File: src/rtl/tw_cond_ctrl.sv
module tw_cond_ctrl #(
  parameter int SYNC_STAGES = 2
) (
  input  logic       clk,
  input  logic       rst_n,
  input  logic       port_en,
  input  logic       wr_byte,
  input  logic       wr_bit,
  input  logic [2:0] wr_bit_sel,
  input  logic       wr_bit_val,
  input  logic [7:0] wr_data,
  output logic [7:0] rd_data,
  input  logic       xfer_start,
  input  logic       addr_mismatch,
  input  logic       scl_in,
  input  logic       sda_in,
  output logic       so_latch,
  output logic       ack_drive
);

  logic [SYNC_STAGES-1:0] scl_sh, sda_sh;
  logic scl_q, sda_q;
  logic stop_det, start_det, ack_det, ack_en, busy_en, ack_fell;

  always_ff @(posedge clk or negedge rst_n)
    if (!rst_n) begin
      scl_sh <= '1;
      sda_sh <= '1;
      scl_q  <= 1'b1;
      sda_q  <= 1'b1;
    end else begin
      scl_sh <= {scl_sh[SYNC_STAGES-2:0], scl_in};
      sda_sh <= {sda_sh[SYNC_STAGES-2:0], sda_in};
      scl_q  <= scl_sh[SYNC_STAGES-1];
      sda_q  <= sda_sh[SYNC_STAGES-1];
    end

  wire scl_s    = scl_sh[SYNC_STAGES-1];
  wire sda_s    = sda_sh[SYNC_STAGES-1];
  wire scl_rise = scl_s & ~scl_q;
  wire scl_fall = ~scl_s & scl_q;
  wire start_ev = port_en & scl_s & scl_q & sda_q & ~sda_s;
  wire stop_ev  = port_en & scl_s & scl_q & ~sda_q & sda_s;
  wire ack_ev   = port_en & ack_en & scl_rise & ~sda_s;

  wire [7:0] wmask = wr_byte ? 8'hFF : (wr_bit ? (8'h01 << wr_bit_sel) : 8'h00);
  wire [7:0] wval  = wr_byte ? wr_data : {8{wr_bit_val}};
  wire [7:0] wset  = wmask & wval;

  wire stop_cmd  = port_en & wset[0];
  wire start_cmd = port_en & wset[1];
  wire ack_cmd   = wset[4];
  wire ack_clr   = xfer_start & ~port_en;

  always_ff @(posedge clk or negedge rst_n)
    if (!rst_n) begin
      so_latch <= 1'b1;
      ack_en   <= 1'b0;
      busy_en  <= 1'b0;
    end else begin
      if (stop_cmd)       so_latch <= 1'b1;
      else if (start_cmd) so_latch <= 1'b0;
      if (wmask[5]) ack_en  <= wval[5];
      if (wmask[7]) busy_en <= wval[7];
    end

  always_ff @(posedge clk or negedge rst_n)
    if (!rst_n) begin
      stop_det  <= 1'b0;
      start_det <= 1'b0;
      ack_det   <= 1'b0;
    end else begin
      if (stop_ev)                                       stop_det <= 1'b1;
      else if (xfer_start | addr_mismatch | ~port_en)    stop_det <= 1'b0;
      if (start_ev)                                      start_det <= 1'b1;
      else if (xfer_start | stop_ev | ~port_en)          start_det <= 1'b0;
      if (ack_ev)                                        ack_det <= 1'b1;
      else if (xfer_start | ~port_en)                    ack_det <= 1'b0;
    end

  always_ff @(posedge clk or negedge rst_n)
    if (!rst_n) begin
      ack_drive <= 1'b0;
      ack_fell  <= 1'b0;
    end else if (ack_clr) begin
      ack_drive <= 1'b0;
      ack_fell  <= 1'b0;
    end else if (ack_cmd) begin
      ack_drive <= 1'b1;
      ack_fell  <= 1'b0;
    end else if (ack_drive) begin
      if (scl_fall)
        ack_fell <= 1'b1;
      else if (scl_rise && ack_fell) begin
        ack_drive <= 1'b0;
        ack_fell  <= 1'b0;
      end
    end

  assign rd_data = {busy_en, ack_det, ack_en, 1'b0, start_det, stop_det, 2'b00};

endmodule


File: config.mk
export PLATFORM = sky130hd
export DESIGN_NAME = tw_cond_ctrl
export DESIGN_NICKNAME = d
export VERILOG_FILES = /design/src/rtl/tw_cond_ctrl.sv
export SDC_FILE = /design/constraint.sdc
export NUM_CORES = 1
export LEC_CHECK = 0
export BUFFER_PORTS_ARGS = -buffer_cell sky130_fd_sc_hd__clkbuf_2
export CAP_MARGIN = 5
export CORE_UTILIZATION = 47
export CTS_CLUSTER_DIAMETER = 80
export DETAILED_ROUTE_END_ITERATION = 10
export HOLD_SLACK_MARGIN = 0.06
export MAX_ROUTING_LAYER = met4
export PLACE_DENSITY = 0.81
export SYNTH_ARGS = -nofsm -noshare
export SYNTH_HDL_FRONTEND = slang
export SYNTH_SLANG_ARGS = --single-unit
File: constraint.sdc
create_clock -name clk -period 2.4 [get_ports clk]
set_input_delay 0.48 -clock clk [delete_from_list [all_inputs] [get_ports clk]]
set_output_delay 0.48 -clock clk [all_outputs]
set_load 0.005 [all_outputs]
==> impl_metrics.env, run 1 <==
export IMPL_power_switching_uw=114
export IMPL_cts_max_path_buffers=2
export IMPL_finalWeightedCongestion=0.704
export IMPL_die_h_um=39.8
export IMPL_area_delta_synth_final_pct=18.2
export IMPL_combPwrFrac_pct=12.9
export IMPL_critical_path_class="in2reg"
export IMPL_seq_area_sq_um=359
export IMPL_n_antenna_cell=0
export IMPL_p_sw_share_pct=22.7
export IMPL_synth_area_leaders="dfstp_2, dfrtp_1, buf_4"
export IMPL_grt_pass1_vias=406
export IMPL_cp_max_fo=6
export IMPL_num_vias=495
export IMPL_fillers=117
export IMPL_leakage_nw=0.376
export IMPL_async_flop_share_pct=100
export IMPL_drt_wl_total_um=1040
export IMPL_finalHoldViolCount=0
export IMPL_ys_flop_type="dfstp_2"
export IMPL_final_core_util_pct=60.4
export IMPL_rsz0062_at_grt="no"
export IMPL_die_width_um=39.8
export IMPL_grt_remaining_overflow=0
export IMPL_clk_latency_ps=270
export IMPL_p_clk_share_pct=33.0
export IMPL_post_cts_buffers=0
export IMPL_seq_area_frac_synth_pct=53.3
export IMPL_cts_max_level=1
export IMPL_core_sq_um=1320
export IMPL_min_period_over_period_pct=59.1
export IMPL_cts_tree="yes"
export IMPL_ir_drop_mv=0.386
export IMPL_pwr_share_seq_pct=54.1
export IMPL_final_area_sq_um=796
export IMPL_p_int_uw=387
export IMPL_fin_hold_ws_ps=84.2
export IMPL_status="finished clean"
export IMPL_hold_path_class="in2async"
export IMPL_tns_ps=0
export IMPL_place_ws_ps=678
export IMPL_drive_gt1_share_pct=48.1
export IMPL_finalSetupViolations=0
export IMPL_drcViolationCount=0
export IMPL_clockRootBuffer="clkbuf_4"
export IMPL_grt_max_degree=15
export IMPL_grt_use_total_pct=17.6
export IMPL_mappedNetlistArea_sq_um=673
export IMPL_synth_seq_cells=14
export IMPL_grt_pass1_wl_um=1660
export IMPL_die_area_sq_um=1590
export IMPL_clk_pin_slew_worst_paths_ps=80
export IMPL_synth_top_area_share_pct=27.3
export IMPL_synth_warnings=0
export IMPL_synth_edff_count=0
export IMPL_fin_ws_ps=981
export IMPL_antenna_found_initial=0
export IMPL_ctsResizeCount=0
export IMPL_drt_iter0_drc=4
export IMPL_min_period_ps=1420
export IMPL_fmax_ghz=0.705
export IMPL_finalMaxSlewViolations=0
export IMPL_yosysUniqueCellTypes=27
export IMPL_dp_hpwl_um=841
export IMPL_hold_buffers=0
export IMPL_required_ps=2570
export IMPL_start_util_pct=51.1
export IMPL_yosysTopAreaCell="dfstp_2"
export IMPL_core_rowCount=13
export IMPL_dr_pass1_iters=4
export IMPL_routed_via_density=5.16
export IMPL_cts_buffers=3
export IMPL_wire_per_inst_um=10.8
export IMPL_io_buffer_count=24
export IMPL_skew_ps=2.06
export IMPL_cp_end_kind="flop"
export IMPL_cp_arrival_ps=1580
export IMPL_post_dp_cell_area_sq_um=759
export IMPL_power_density_nw_per_um2=629
export IMPL_max_cap_violations=0
export IMPL_syn_inst=59
export IMPL_nets=103
export IMPL_num_io_pins=31
export IMPL_multiInputGateArea_sq_um=262
export IMPL_ant_nets=0
export IMPL_clkSinkCount=14
export IMPL_postSynthAreaPerCell_sq_um=11.4
export IMPL_critPathLaunchType="input port"
==> cell usage after synthesis (all sizes together), types with 2 or more instances <==
cell type  number
dfrtp           7
nor2b           3
nand2           5
o21a            2
buf             8
nand3           4
dfstp           7
mux2            4
==> sequential cells by signal (all words and copies together), names as in the netlist <==
register   count
sda_sh         2
start_det      1
scl_q          1
scl_sh         2
ack_fell       1
ack_en         1
ack_det        1
busy_en        1
stop_det       1
so_latch       1
sda_q          1
ack_drive      1
==> per-layer routing <==
| metal | routed length [um] | GRT usage [%] | up-vias | part of all wire, % |
|---|---|---|---|---|
| met5 | 0 | - | - | 0 |
| met3 | 53 | 5.11 | 0 | 5.1 |
| met1 | 456 | 20.6 | 233 | 44 |
| met4 | 0 | 10.3 | 0 | 0 |
| met2 | 525 | 26.6 | 16 | 51 |
| li1 | - | - | 246 | - |
==> layout by cell type (no fill, tap or decap), drive strengths merged <==
master and instances:
nand2 5, conb 3, nand4 1, nand2b 1, or3 1, nor4bb 1
and4b 1, o2bb2ai 1, nand3b 1, o21ai 1, or3b 1, nand3 4
o311ai 1, nand4b 1, a21oi 1, a21boi 1, dfrtp 7, and3b 1
nor3b 1, clkbuf 28, dfstp 7, nor2b 3, a31oi 1, or4 1
mux2 4, nor2 1, o21a 2
==> final timing paths <==
kind | from | endpoint | slack (ps) | depth (start not counted)
worst min register to register | sda_sh[0] | sda_sh[1] | 360 | 0
worst min-delay path | rst_n | ack_det | 80 | 1
max in group asynchronous | rst_n | so_latch | 2030 | 1
worst max register to register | sda_sh[1] | start_det | 1340 | 3
min in group clk | sda_in | sda_sh[0] | 280 | 1
worst max-delay path | wr_byte | ack_fell | 980 | 4
==> power by group through the flow <==
stage	combinational [mW]	clock [mW]	sequential (mW)
finish	0.0645	0.165	0.271
detailed placement	0.0657	0	0.276
global placement	0.0640	0	0.275
floorplan	0.0396	0	0.273
CTS	0.0658	0.172	0.271
global route	0.0744	0.182	0.273
==> layout make-up <==
class | count | area share, %
Sequential cell | 14 | 45.1
Clock buffer | 4 | 4.56
Tap cell | 15 | 2.36
Timing Repair Buffer | 24 | 15.1
Multi-Input combinational cell | 39 | 32.9
==> critical path, cell delays in order <==
cell	delay, ps
clkbuf_2	130
or3b_1	410
or3_1	380
and4b_1	180
==> cell families after synthesis <==
logic type	after synthesis	share of synthesized area, %
buffers and inverters	8	8.92
muxes	4	6.69
DFF	14	53.3
other	1	0.557
AOI/OAI and AO/OA	8	8.36
and+or+nand+nor	24	22.1
==> stage by stage <==
step | cells | total power [mW]
global route | 96 | 0.530
detailed placement | 92 | 0.341
finish | 96 | 0.501
CTS | 96 | 0.509
global placement | 92 | 0.339
floorplan | 61 | 0.313
Note: power is estimated with default switching activity, not from simulation.
==> run 2, diff against run 1 <==
Settings changed: CORE_ASPECT_RATIO set to 1.25, CORE_UTILIZATION 47 to 40, PLACE_DENSITY 0.81 to 0.74.
Clock period 2.4 ns to 1.3 ns, I/O delays scaled along.
==> impl_metrics.env, run 2 (synthesis gave the netlist of run 1 again) <==
export IMPL_fin_ws_ps=132
export IMPL_status="finished clean"
export IMPL_cts_max_level=1
export IMPL_leakage_nw=0.403
export IMPL_use_met1_pct=16.5
export IMPL_required_ps=1040
export IMPL_clockRootBuffer="clkbuf_4"
export IMPL_final_common_cell="clkbuf_2"
export IMPL_min_period_over_period_pct=89.8
export IMPL_holdCritStartpoint="wr_data[0]"
export IMPL_grt_remaining_overflow=0
export IMPL_layout_common_cells="clkbuf_2, dfrtp_1, dfstp_2"
export IMPL_drcViolationCount=0
export IMPL_power_density_nw_per_um2=1100
export IMPL_cts_max_path_buffers=2
export IMPL_critical_path_class="reg2out"
export IMPL_grt_pass1_vias=459
export IMPL_max_cap_violations=0
export IMPL_hold_end="so_latch"
export IMPL_rsz0062_at_grt="no"
export IMPL_reg_largest_list="scl_sh: 2 flops, sda_sh: 2 flops"
export IMPL_r2r_cells=3
export IMPL_critPathLaunchType="flop"
export IMPL_met2_usage_pct=27.3
export IMPL_cts_buffers=3
export IMPL_post_cts_buffers=0
export IMPL_cp_max_fo=2
export IMPL_antenna_found_initial=0
export IMPL_nets=109
export IMPL_die_h_um=47.9
export IMPL_cts_tree="yes"
export IMPL_grt_busiest_layer="met2"
export IMPL_rrSetupSlack_ps=220
export IMPL_start_util_pct=43.1
export IMPL_cp_end_kind="primary output"
export IMPL_core_rowCount=16
export IMPL_finalPower_uw=941
export IMPL_grt_max_degree=15
export IMPL_grt_pass1_wl_um=1840
export IMPL_cp_arrival_ps=910
export IMPL_wire_per_inst_um=11.3
export IMPL_reg2reg_from="sda_sh[1]"
export IMPL_area_delta_synth_final_pct=26.6
export IMPL_clkSinkCount=14
export IMPL_num_io_pins=31
export IMPL_critical_path_max_stage_delay_ps=540
export IMPL_grt_use_total_pct=15.0
export IMPL_worstPathCellList="clkbuf_2"
export IMPL_clk_latency_ps=270
export IMPL_finalSetupViolations=0
export IMPL_fmax_ghz=0.856
export IMPL_routed_via_density=5.06
export IMPL_critPathTopFamily="flip-flops"
export IMPL_hold_path_class="in2reg"
export IMPL_crit_buf_inv=1
export IMPL_min_period_ps=1170
export IMPL_drt_iter0_drc=3
export IMPL_clk_pin_slew_worst_paths_ps=90
export IMPL_num_vias=531
export IMPL_die_area_sq_um=1850
export IMPL_io_buffer_count=24
export IMPL_startpoint="so_latch"
export IMPL_drive_gt1_share_pct=48.3
export IMPL_grt_use_met3_pct=1.40
export IMPL_dp_cells=98
export IMPL_die_width_um=38.7
export IMPL_core_sq_um=1560
export IMPL_skew_ps=3.76
export IMPL_drt_wl_total_um=1190
export IMPL_whs_path_depth=3
export IMPL_ant_nets=0
export IMPL_finalWeightedCongestion=0.733
export IMPL_timing_rr_end="start_det"
export IMPL_finalHoldViolCount=0
export IMPL_n_antenna_cell=0
export IMPL_hold_buffers=1
export IMPL_slowest_stage="dfstp_2"
export IMPL_dr_pass1_iters=4
export IMPL_finalMaxSlewViolations=0
export IMPL_place_ws_ps=-131
export IMPL_ctsResizeCount=0
export IMPL_finalNonFillerCells=105
export IMPL_ir_drop_mv=0.622
[run 2: changes by cell type in the layout (fill, tap and decap cells not counted)]
cell / delta
buf_4: +3
dlygate4sd3_1: +3
[run 2: through the flow]
stage | utilization, % | hold WS [ps] | TNS (ps) | area [sq um]
final | 54.6 | 195 | 0 | 852
after global routing | 54.6 | 214 | 0 | 852
after CTS | 53.3 | 60.8 | 0 | 832
after detailed placement | 50.3 | 177 | -281 | 786
after global placement | 50.3 | 178 | -195 | 786
after floorplan | - | -35.6 | 0 | 681
[run 2: final cells by class]
class	instances	area [sq um]
fill	147	709
tap	18	22.5
timing repair buffer	30	173
multi-input combinational	39	262
sequential	14	359
clock buffer	4	36.3
[run 2: how the worst max path moves through the flow]
stage | slack, ps | end | depth (start not counted)
after floorplan | 10 | ack_fell | 3
after global placement | -100 | ack_fell | 4
after detailed placement | -130 | ack_fell | 4
after CTS | 130 | so_latch | 1
after global routing | 100 | so_latch | 1
final | 130 | so_latch | 1
[run 2: where the power goes]
group          switching [mW]  internal [mW]
registers              0.0228          0.479
logic                  0.0570         0.0777
clock network           0.136          0.170
[run 2: per-layer routing]
layer  vias to the layer above  routed length (um)
met5                         -                   0
met4                         0                   8
met3                         2                  44
met2                        17                 654
met1                       254                 481
li1                        258                   -
==> run 3, diff against run 2 <==
Settings changed: PLACE_DENSITY 0.74 to 0.72.
==> impl_metrics.env, run 3 (synthesis gave the netlist of run 1 again) <==
export IMPL_critical_path_max_stage_delay_ps=540
export IMPL_critPathTopFamily="flip-flops"
export IMPL_seq_area_sq_um=359
export IMPL_cp_end_kind="primary output"
export IMPL_die_area_sq_um=1850
export IMPL_ctsResizeCount=0
export IMPL_power_density_nw_per_um2=1120
export IMPL_critPathLaunchType="flop"
export IMPL_fmax_ghz=0.846
export IMPL_cts_max_path_buffers=2
export IMPL_final_common_cell="clkbuf_2"
export IMPL_critical_path_class="reg2out"
export IMPL_area_delta_synth_final_pct=25.5
export IMPL_multiInputGateArea_sq_um=262
export IMPL_grt_pass1_vias=452
export IMPL_nets=108
export IMPL_crit_buf_inv=1
export IMPL_die_width_um=38.7
export IMPL_grt_pass1_wl_um=1720
export IMPL_reg_largest_list="scl_sh: 2 flops, sda_sh: 2 flops"
export IMPL_finalWeightedCongestion=0.686
export IMPL_core_sq_um=1560
export IMPL_core_rowCount=16
export IMPL_drt_wl_total_um=1100
export IMPL_wire_per_inst_um=10.6
export IMPL_drt_iter0_drc=7
export IMPL_grt_remaining_overflow=0
export IMPL_slowest_stage="dfstp_2"
export IMPL_finalMaxSlewViolations=0
export IMPL_place_ws_ps=-129
export IMPL_die_h_um=47.9
export IMPL_antenna_found_initial=0
export IMPL_ir_drop_mv=0.658
export IMPL_num_io_pins=31
export IMPL_finalSetupViolations=0
export IMPL_min_period_over_period_pct=90.9
export IMPL_post_dp_cell_area_sq_um=778
export IMPL_dr_pass1_iters=4
export IMPL_drive_gt1_share_pct=47.7
export IMPL_worstPathCellList="clkbuf_2"
export IMPL_rsz0062_at_grt="no"
export IMPL_n_antenna_cell=0
export IMPL_cts_max_level=1
export IMPL_required_ps=1040
export IMPL_fin_hold_ws_ps=198
export IMPL_tns_ps=0
export IMPL_ant_nets=0
export IMPL_drcViolationCount=0
export IMPL_num_vias=513
export IMPL_cts_tree="yes"
export IMPL_cp_arrival_ps=920
export IMPL_clk_pin_slew_worst_paths_ps=80
export IMPL_cp_max_fo=2
export IMPL_leakage_nw=0.398
export IMPL_clockRootBuffer="clkbuf_4"
export IMPL_finalPower_uw=945
export IMPL_clk_latency_ps=280
export IMPL_io_buffer_count=24
export IMPL_dp_cells=97
export IMPL_max_cap_violations=0
export IMPL_dp_hpwl_um=887
export IMPL_status="finished clean"
export IMPL_fin_ws_ps=118
export IMPL_hold_path_class="in2reg"
export IMPL_skew_ps=1.37
export IMPL_final_area_sq_um=845
export IMPL_routed_via_density=4.93
export IMPL_fillers=146
export IMPL_clkSinkCount=14
export IMPL_final_core_util_pct=54.1
export IMPL_finalNonFillerCells=104
export IMPL_start_util_pct=43.1
export IMPL_finalHoldViolCount=0
export IMPL_min_period_ps=1180
export IMPL_grt_max_degree=15
export IMPL_grt_use_total_pct=14.4
export IMPL_cts_buffers=3
export IMPL_layout_common_cells="clkbuf_2, dfrtp_1, dfstp_2"
-- run 3: worst reg2reg max path, stage by stage, from the launching register on --
cell	delay (ps)
dfstp_2	560
and3b_1	170
o21ai_0	130
a21boi_0	90
-- run 3: power breakdown --
part | internal, mW | switching, mW
Combinational | 0.0758 | 0.0566
Sequential | 0.479 | 0.0213
Clock | 0.170 | 0.143
-- run 3: routing by layer --
layer	GRT usage, %	routed length, um	up-vias
met4	10.3	20	0
met2	25.3	580	17
met1	14.6	443	234
met3	1.40	60	4
met5	-	0	-
li1	-	-	258
-- run 3: final timing paths --
kind,start,end,slack [ps],depth (start not counted)
setup / recovery,so_latch,so_latch,120,1
hold / removal,wr_data[0],so_latch,200,3
setup reg to reg,sda_sh[1],start_det,240,3
hold reg to reg,scl_sh[0],scl_sh[1],360,0
max in group asynchronous,rst_n,sda_q,600,2
min in group asynchronous,rst_n,ack_det,400,2
-- run 3: layout make-up --
type                            instances  share of cell area (%)
Sequential cell                        14                    42.5
Tap cell                               18                    2.67
Timing Repair Buffer                   29                    19.6
Clock buffer                            4                    4.30
Multi-Input combinational cell         39                    31.0
-- run 3: what timing repair did --
action / in CTS / in global routing
hold buffers: 3 / 0
endpoints found under the hold margin: 9 / 0
buffers inserted: 0 / 0
